$ cat src/rtl/ds_tx_pkg.sv
package ds_tx_pkg;

    typedef enum logic {
        RATE_FULL = 1'b0,
        RATE_HALF = 1'b1
    } rate_e;

    typedef struct packed {
        logic data;
        logic strobe;
        logic drive;
    } line_t;

    localparam line_t LINE_IDLE = '{data: 1'b0, strobe: 1'b0, drive: 1'b0};

    // strobe inverts when the data line would otherwise stay put
    function automatic logic ds_next_strobe(logic new_bit, logic prev_bit, logic prev_strobe);
        return (new_bit == prev_bit) ? ~prev_strobe : prev_strobe;
    endfunction

endpackage

$ cat src/rtl/ds_tx_rate_gen.sv
module ds_tx_rate_gen
    import ds_tx_pkg::*;
#(
    parameter int WORD_W   = 2,
    parameter int HALF_DIV = 2
) (
    input  logic clk,
    input  logic rst,
    input  logic mode_half,
    output logic bit_tick,
    output logic word_end,
    output logic link_clk
);
    localparam int CW = (HALF_DIV > 1) ? $clog2(HALF_DIV) : 1;
    localparam int IW = (WORD_W > 1) ? $clog2(WORD_W) : 1;

    rate_e          rate_q;
    logic [CW-1:0]  div_cnt;
    logic [IW-1:0]  bit_idx;

    always_comb begin
        if (rate_q == RATE_HALF) bit_tick = (div_cnt == CW'(HALF_DIV - 1));
        else                     bit_tick = 1'b1;
        word_end = bit_tick && (bit_idx == IW'(WORD_W - 1));
        link_clk = (bit_idx < IW'(WORD_W / 2));
    end

    always_ff @(posedge clk) begin
        if (rst) begin
            rate_q  <= RATE_FULL;
            div_cnt <= '0;
            bit_idx <= '0;
        end else begin
            if (bit_tick) div_cnt <= '0;
            else          div_cnt <= div_cnt + 1'b1;
            if (word_end) begin
                bit_idx <= '0;
                rate_q  <= mode_half ? RATE_HALF : RATE_FULL;
            end else if (bit_tick) begin
                bit_idx <= bit_idx + 1'b1;
            end
        end
    end

endmodule

$ cat src/rtl/ds_tx_word_shift.sv
module ds_tx_word_shift #(
    parameter int WORD_W = 2
) (
    input  logic              clk,
    input  logic              rst,
    input  logic              bit_tick,
    input  logic              word_end,
    input  logic [WORD_W-1:0] din,
    input  logic              tx_en,
    output logic              next_bit,
    output logic              next_en
);
    logic [WORD_W-1:0] shreg;
    logic              en_q;

    always_comb begin
        next_bit = word_end ? din[0] : shreg[0];
        next_en  = word_end ? tx_en  : en_q;
    end

    always_ff @(posedge clk) begin
        if (rst) begin
            shreg <= '0;
            en_q  <= 1'b0;
        end else if (word_end) begin
            shreg <= din >> 1;
            en_q  <= tx_en;
        end else if (bit_tick) begin
            shreg <= shreg >> 1;
        end
    end

endmodule

$ cat src/rtl/ds_tx_line_enc.sv
module ds_tx_line_enc
    import ds_tx_pkg::*;
(
    input  logic  clk,
    input  logic  rst,
    input  logic  bit_tick,
    input  logic  next_bit,
    input  logic  next_en,
    output line_t line
);
    line_t line_q;

    always_ff @(posedge clk) begin
        if (rst) begin
            line_q <= LINE_IDLE;
        end else if (bit_tick) begin
            if (next_en) begin
                line_q.data   <= next_bit;
                line_q.strobe <= ds_next_strobe(next_bit, line_q.data, line_q.strobe);
                line_q.drive  <= 1'b1;
            end else begin
                line_q <= LINE_IDLE;
            end
        end
    end

    assign line = line_q;

endmodule

$ cat src/rtl/ds_tx_encoder.sv
module ds_tx_encoder
    import ds_tx_pkg::*;
#(
    parameter int WORD_W   = 2,
    parameter int HALF_DIV = 2
) (
    input  logic              clk,
    input  logic              rst,
    input  logic              mode_half,
    input  logic              tx_en,
    input  logic [WORD_W-1:0] din,
    output logic              link_clk,
    output logic              tx_data,
    output logic              tx_strobe,
    output logic              tx_drive_en
);
    logic  bit_tick;
    logic  word_end;
    logic  next_bit;
    logic  next_en;
    line_t line;

    ds_tx_rate_gen #(.WORD_W(WORD_W), .HALF_DIV(HALF_DIV)) u_rate (
        .clk      (clk),
        .rst      (rst),
        .mode_half(mode_half),
        .bit_tick (bit_tick),
        .word_end (word_end),
        .link_clk (link_clk)
    );

    ds_tx_word_shift #(.WORD_W(WORD_W)) u_shift (
        .clk     (clk),
        .rst     (rst),
        .bit_tick(bit_tick),
        .word_end(word_end),
        .din     (din),
        .tx_en   (tx_en),
        .next_bit(next_bit),
        .next_en (next_en)
    );

    ds_tx_line_enc u_enc (
        .clk     (clk),
        .rst     (rst),
        .bit_tick(bit_tick),
        .next_bit(next_bit),
        .next_en (next_en),
        .line    (line)
    );

    assign tx_data     = line.data;
    assign tx_strobe   = line.strobe;
    assign tx_drive_en = line.drive;

endmodule

$ cat config.mk
export PLATFORM = sky130hd
export DESIGN_NAME = ds_tx_encoder
export DESIGN_NICKNAME = d
export VERILOG_FILES = /design/src/rtl/ds_tx_pkg.sv /design/src/rtl/ds_tx_rate_gen.sv /design/src/rtl/ds_tx_word_shift.sv /design/src/rtl/ds_tx_line_enc.sv /design/src/rtl/ds_tx_encoder.sv
export SDC_FILE = /design/constraint.sdc
export NUM_CORES = 1
export LEC_CHECK = 0
export ABC_AREA = 1
export CORE_AREA = 2 2 39 41
export CTS_CLUSTER_SIZE = 40
export DETAILED_ROUTE_END_ITERATION = 12
export DIE_AREA = 0 0 41 43
export SLEW_MARGIN = 20
export SYNTH_ARGS = -nofsm -noshare
export SYNTH_HDL_FRONTEND = slang
export SYNTH_HIERARCHICAL = 1
export SYNTH_SLANG_ARGS = --single-unit
$ cat constraint.sdc
create_clock -name clk -period 1.71 [get_ports clk]
set_input_delay 0.342 -clock clk [delete_from_list [all_inputs] [get_ports clk]]
set_output_delay 0.342 -clock clk [all_outputs]
set_load 0.02 [all_outputs]
==> impl_metrics.csv, run 1 <==
group,metric,value,unit
sta,period_needed,1.59,ns
synth,ys_seq_area_share,43.8,%
synth,synth_xor_area_share,0,%
cells_and_area,drive_gt1_share,10.1,%
sta,hold_ws,0.464,ns
cts,cts_root_buffer,"clkbuf_4",
route,routed_via_density,4.16,
synth,synth_area_per_cell,6.41,µm²
cts,post-cts-setup-buffers,0,
sta,setup_viol,0,
place,gp_congestion,0.716,
route,drt-total-wl,687,µm
sta,rsz0062_at_grt,"false",
synth,syn_area,365,µm²
cts,cts_tree,"done",
synth,syn_nets,63,
grt,grt_pass1_wl,1.07,mm
route,first_pass_iters,4,
setup_path,critPathArrivalTime,1.25,ns
cts,clockBufferDepth,2,
place,portBuffers,9,
sta,setup-tns-final,0,ns
cells_and_area,fin_area,498,µm²
cells_and_area,nNetsFinal,77,
die,die_area,1760,µm²
cells_and_area,antenna_cells,0,
synth,synth-seq-cells,8,
route,detail-route-antenna-nets,0,
job,drv_cap,0,
outcome,status,"finished clean",
cells_and_area,final_cell_mix,"19 x nand2_1, 13 x inv_1, 9 x clkdlybuf4s50_1, 8 x dfxtp_1, 7 x nor2_1",
cells_and_area,final_common_cell,"nand2_1",
die,chipHeight,43,µm
setup_path,crit_fanout,5,
sta,skew,0.00746,ns
synth,synthMuxAreaShare,0,%
synth,yosys.area_share.simple,36.0,%
die,row_count,14,
sta,post-route-period-util,93.2,%
place,placed_cell_area,475,µm²
synth,synth_top_family_by_area,"simple AND/OR/NAND/NOR gates",
grt,grt_max_degree,9,
power_and_ir_drop,p_leak,0.250,nW
cts,ctsResizeCount,0,
synth,yosysUniqueCellTypes,8,
sta,max_slew_margin,81.2,%
synth,yosysWarnings,6,
synth,synth_fa_ha_area_share,0,%
cts,postCtsHoldBufs,0,
sta,max_freq,627,MHz
grt,grt_pass1_vias,273,
route,vias,354,
power_and_ir_drop,peakVddDrop,424,µV
setup_path,cp.required,1.37,ns
setup_path,path_class,"reg2out",
die,io_pins,10,
synth,synth-compound-area-share,6.85,%
cts,cts_buffers,3,
setup_path,critPathTopFamily,"buffers and inverters",
setup_path,slowest_delay,0.59,ns
cells_and_area,syn_to_final_growth,36.3,%
route,wire_per_inst,8.08,µm
cts,cts_sinks,8,
sta,drv_slew,0,
die,dieWidth,41,µm
die,initial_core_util,26.4,%
cts,htree_levels,1,
setup_path,crit_slowest_cell,"clkdlybuf4s50_1",
die,floorplan.core_area,1380,µm²
setup_path,critPathBufInv,2,
route,drt_iter0_drc,6,
grt,grt_overflow,0,
grt,grt_util_all_layers,9.86,%
power_and_ir_drop,power_density,979,nW/µm²
setup_path,path_cells,"inv_1, clkdlybuf4s50_1",
hold_path,hold_class,"reg2reg",
sta,worst_pin_slew,0.282,ns
sta,hold_viol_final,0,
place,dp_hpwl,517,µm
cts,path_clk_slew,0.06,ns
cts,insertion_delay,0.26,ns
cells_and_area,fillCellCount,145,
setup_path,worstSetupEndpointType,"output port",
setup_path,startpoint_type,"register",
route,route.detailed.drc,0,
grt,antenna_found_initial,0,
synth,syn_inst,57,
power by group:
group / switching, mW / total [mW] / leakage [nW] / internal [mW]
combinational: 0.0687 / 0.122 / 0.170 / 0.0536
sequential: 0.0135 / 0.219 / 0.0656 / 0.206
clock: 0.0656 / 0.146 / 0.0138 / 0.0804
synth_stat cells:
cell type  number  share of area [%]
nand2_1        19                 20
inv_1          13                 13
dfxtp_1         8                 44
nor2_1          7                7.2
a21oi_1         5                6.8
nand2_2         3                5.1
nand3_1         1                1.4
nand3_2         1                2.7
through the flow:
step	utilization, %	power (mW)	instances	setup WS, ns
floorplan	-	0.300	57	0.521
global placement	34.4	0.345	82	0.309
detailed placement	34.4	0.346	82	0.296
CTS	36.0	0.499	85	0.100
global route	36.0	0.516	85	0.0660
finish	36.0	0.487	85	0.116
sequential cells by signal (all words and copies together), names as in the netlist:
name / count
u_rate/rate_q: 1
u_rate/div_cnt: 1
u_enc/line: 3
u_rate/bit_idx: 1
u_shift/shreg: 1
u_shift/en_q: 1
layer usage:
layer	share of wire [%]	global-route usage, %	wire [µm]
met4	1.9	6.00	13
met3	6.4	7.85	44
met5	0	0	0
met2	45	14.1	307
met1	47	9.39	321
logic make-up (layout without fill, tap and decap cells):
group / count (synthesis) / after routing
AO/OA/AOI/OAI: 5 / 5
buffers and inverters: 13 / 25
flip-flops: 8 / 8
AND/OR/NAND/NOR: 31 / 31
worst reg2reg max path, cell delays in order, from the launching register on:
cell and delay, ns:
dfxtp_1 0.31, inv_1 0.04, nand2_2 0.13, nand2_2 0.07
inv_1 0.11, inv_1 0.07, nand2_1 0.07, nand2_1 0.09
nand2_1 0.09, inv_1 0.06, a21oi_1 0.13, nor2_1 0.06
final timing paths:
kind	cells past startpoint	slack, ns	to	start
max	2	0.12	link_clk	u_rate/bit_idx$_SDFFE_PP0P_
min	2	0.46	u_shift/shreg[0]$_SDFFE_PP0P_	u_shift/shreg[0]$_SDFFE_PP0P_
max reg2reg	11	0.38	u_enc/line[1]$_SDFFE_PP0P_	u_rate/div_cnt$_SDFF_PP0_
min reg2reg	2	0.46	u_shift/shreg[0]$_SDFFE_PP0P_	u_shift/shreg[0]$_SDFFE_PP0P_
area by class of cell:
cell class | instances | area, µm² | share of cell area (%)
sequential | 8 | 160 | 32.2
tap | 16 | 20.0 | 4.02
multi-input combinational | 36 | 156 | 31.4
inverter | 13 | 48.8 | 9.80
timing repair buffer | 9 | 90.1 | 18.1
clock buffer | 3 | 22.5 | 4.52
Power figures use the tool's default switching activity.
==> run 2: changes to the inputs <==
--- a/config.mk
+++ b/config.mk
@@ -7,10 +7,12 @@
 export LEC_CHECK = 0
 export ABC_AREA = 1
 export CORE_AREA = 2 2 39 41
+export CTS_CLUSTER_DIAMETER = 60
 export CTS_CLUSTER_SIZE = 40
 export DETAILED_ROUTE_END_ITERATION = 12
 export DIE_AREA = 0 0 41 43
-export SLEW_MARGIN = 20
+export HOLD_SLACK_MARGIN = 0.06
+export SLEW_MARGIN = 15
 export SYNTH_ARGS = -nofsm -noshare
 export SYNTH_HDL_FRONTEND = slang
 export SYNTH_HIERARCHICAL = 1
==> results of run 2 <==
No change in the layout: final DEF, timing and power equal those of run 1.
==> run 3: changes to the inputs <==
--- a/config.mk
+++ b/config.mk
@@ -6,12 +6,14 @@
 export NUM_CORES = 1
 export LEC_CHECK = 0
 export ABC_AREA = 1
+export CAP_MARGIN = 20
 export CORE_AREA = 2 2 39 41
 export CTS_CLUSTER_DIAMETER = 60
 export CTS_CLUSTER_SIZE = 40
 export DETAILED_ROUTE_END_ITERATION = 12
 export DIE_AREA = 0 0 41 43
 export HOLD_SLACK_MARGIN = 0.06
+export SKIP_CTS_REPAIR_TIMING = 1
 export SLEW_MARGIN = 15
 export SYNTH_ARGS = -nofsm -noshare
 export SYNTH_HDL_FRONTEND = slang
==> results of run 3 <==
No change in the layout: final DEF, timing and power equal those of run 1.
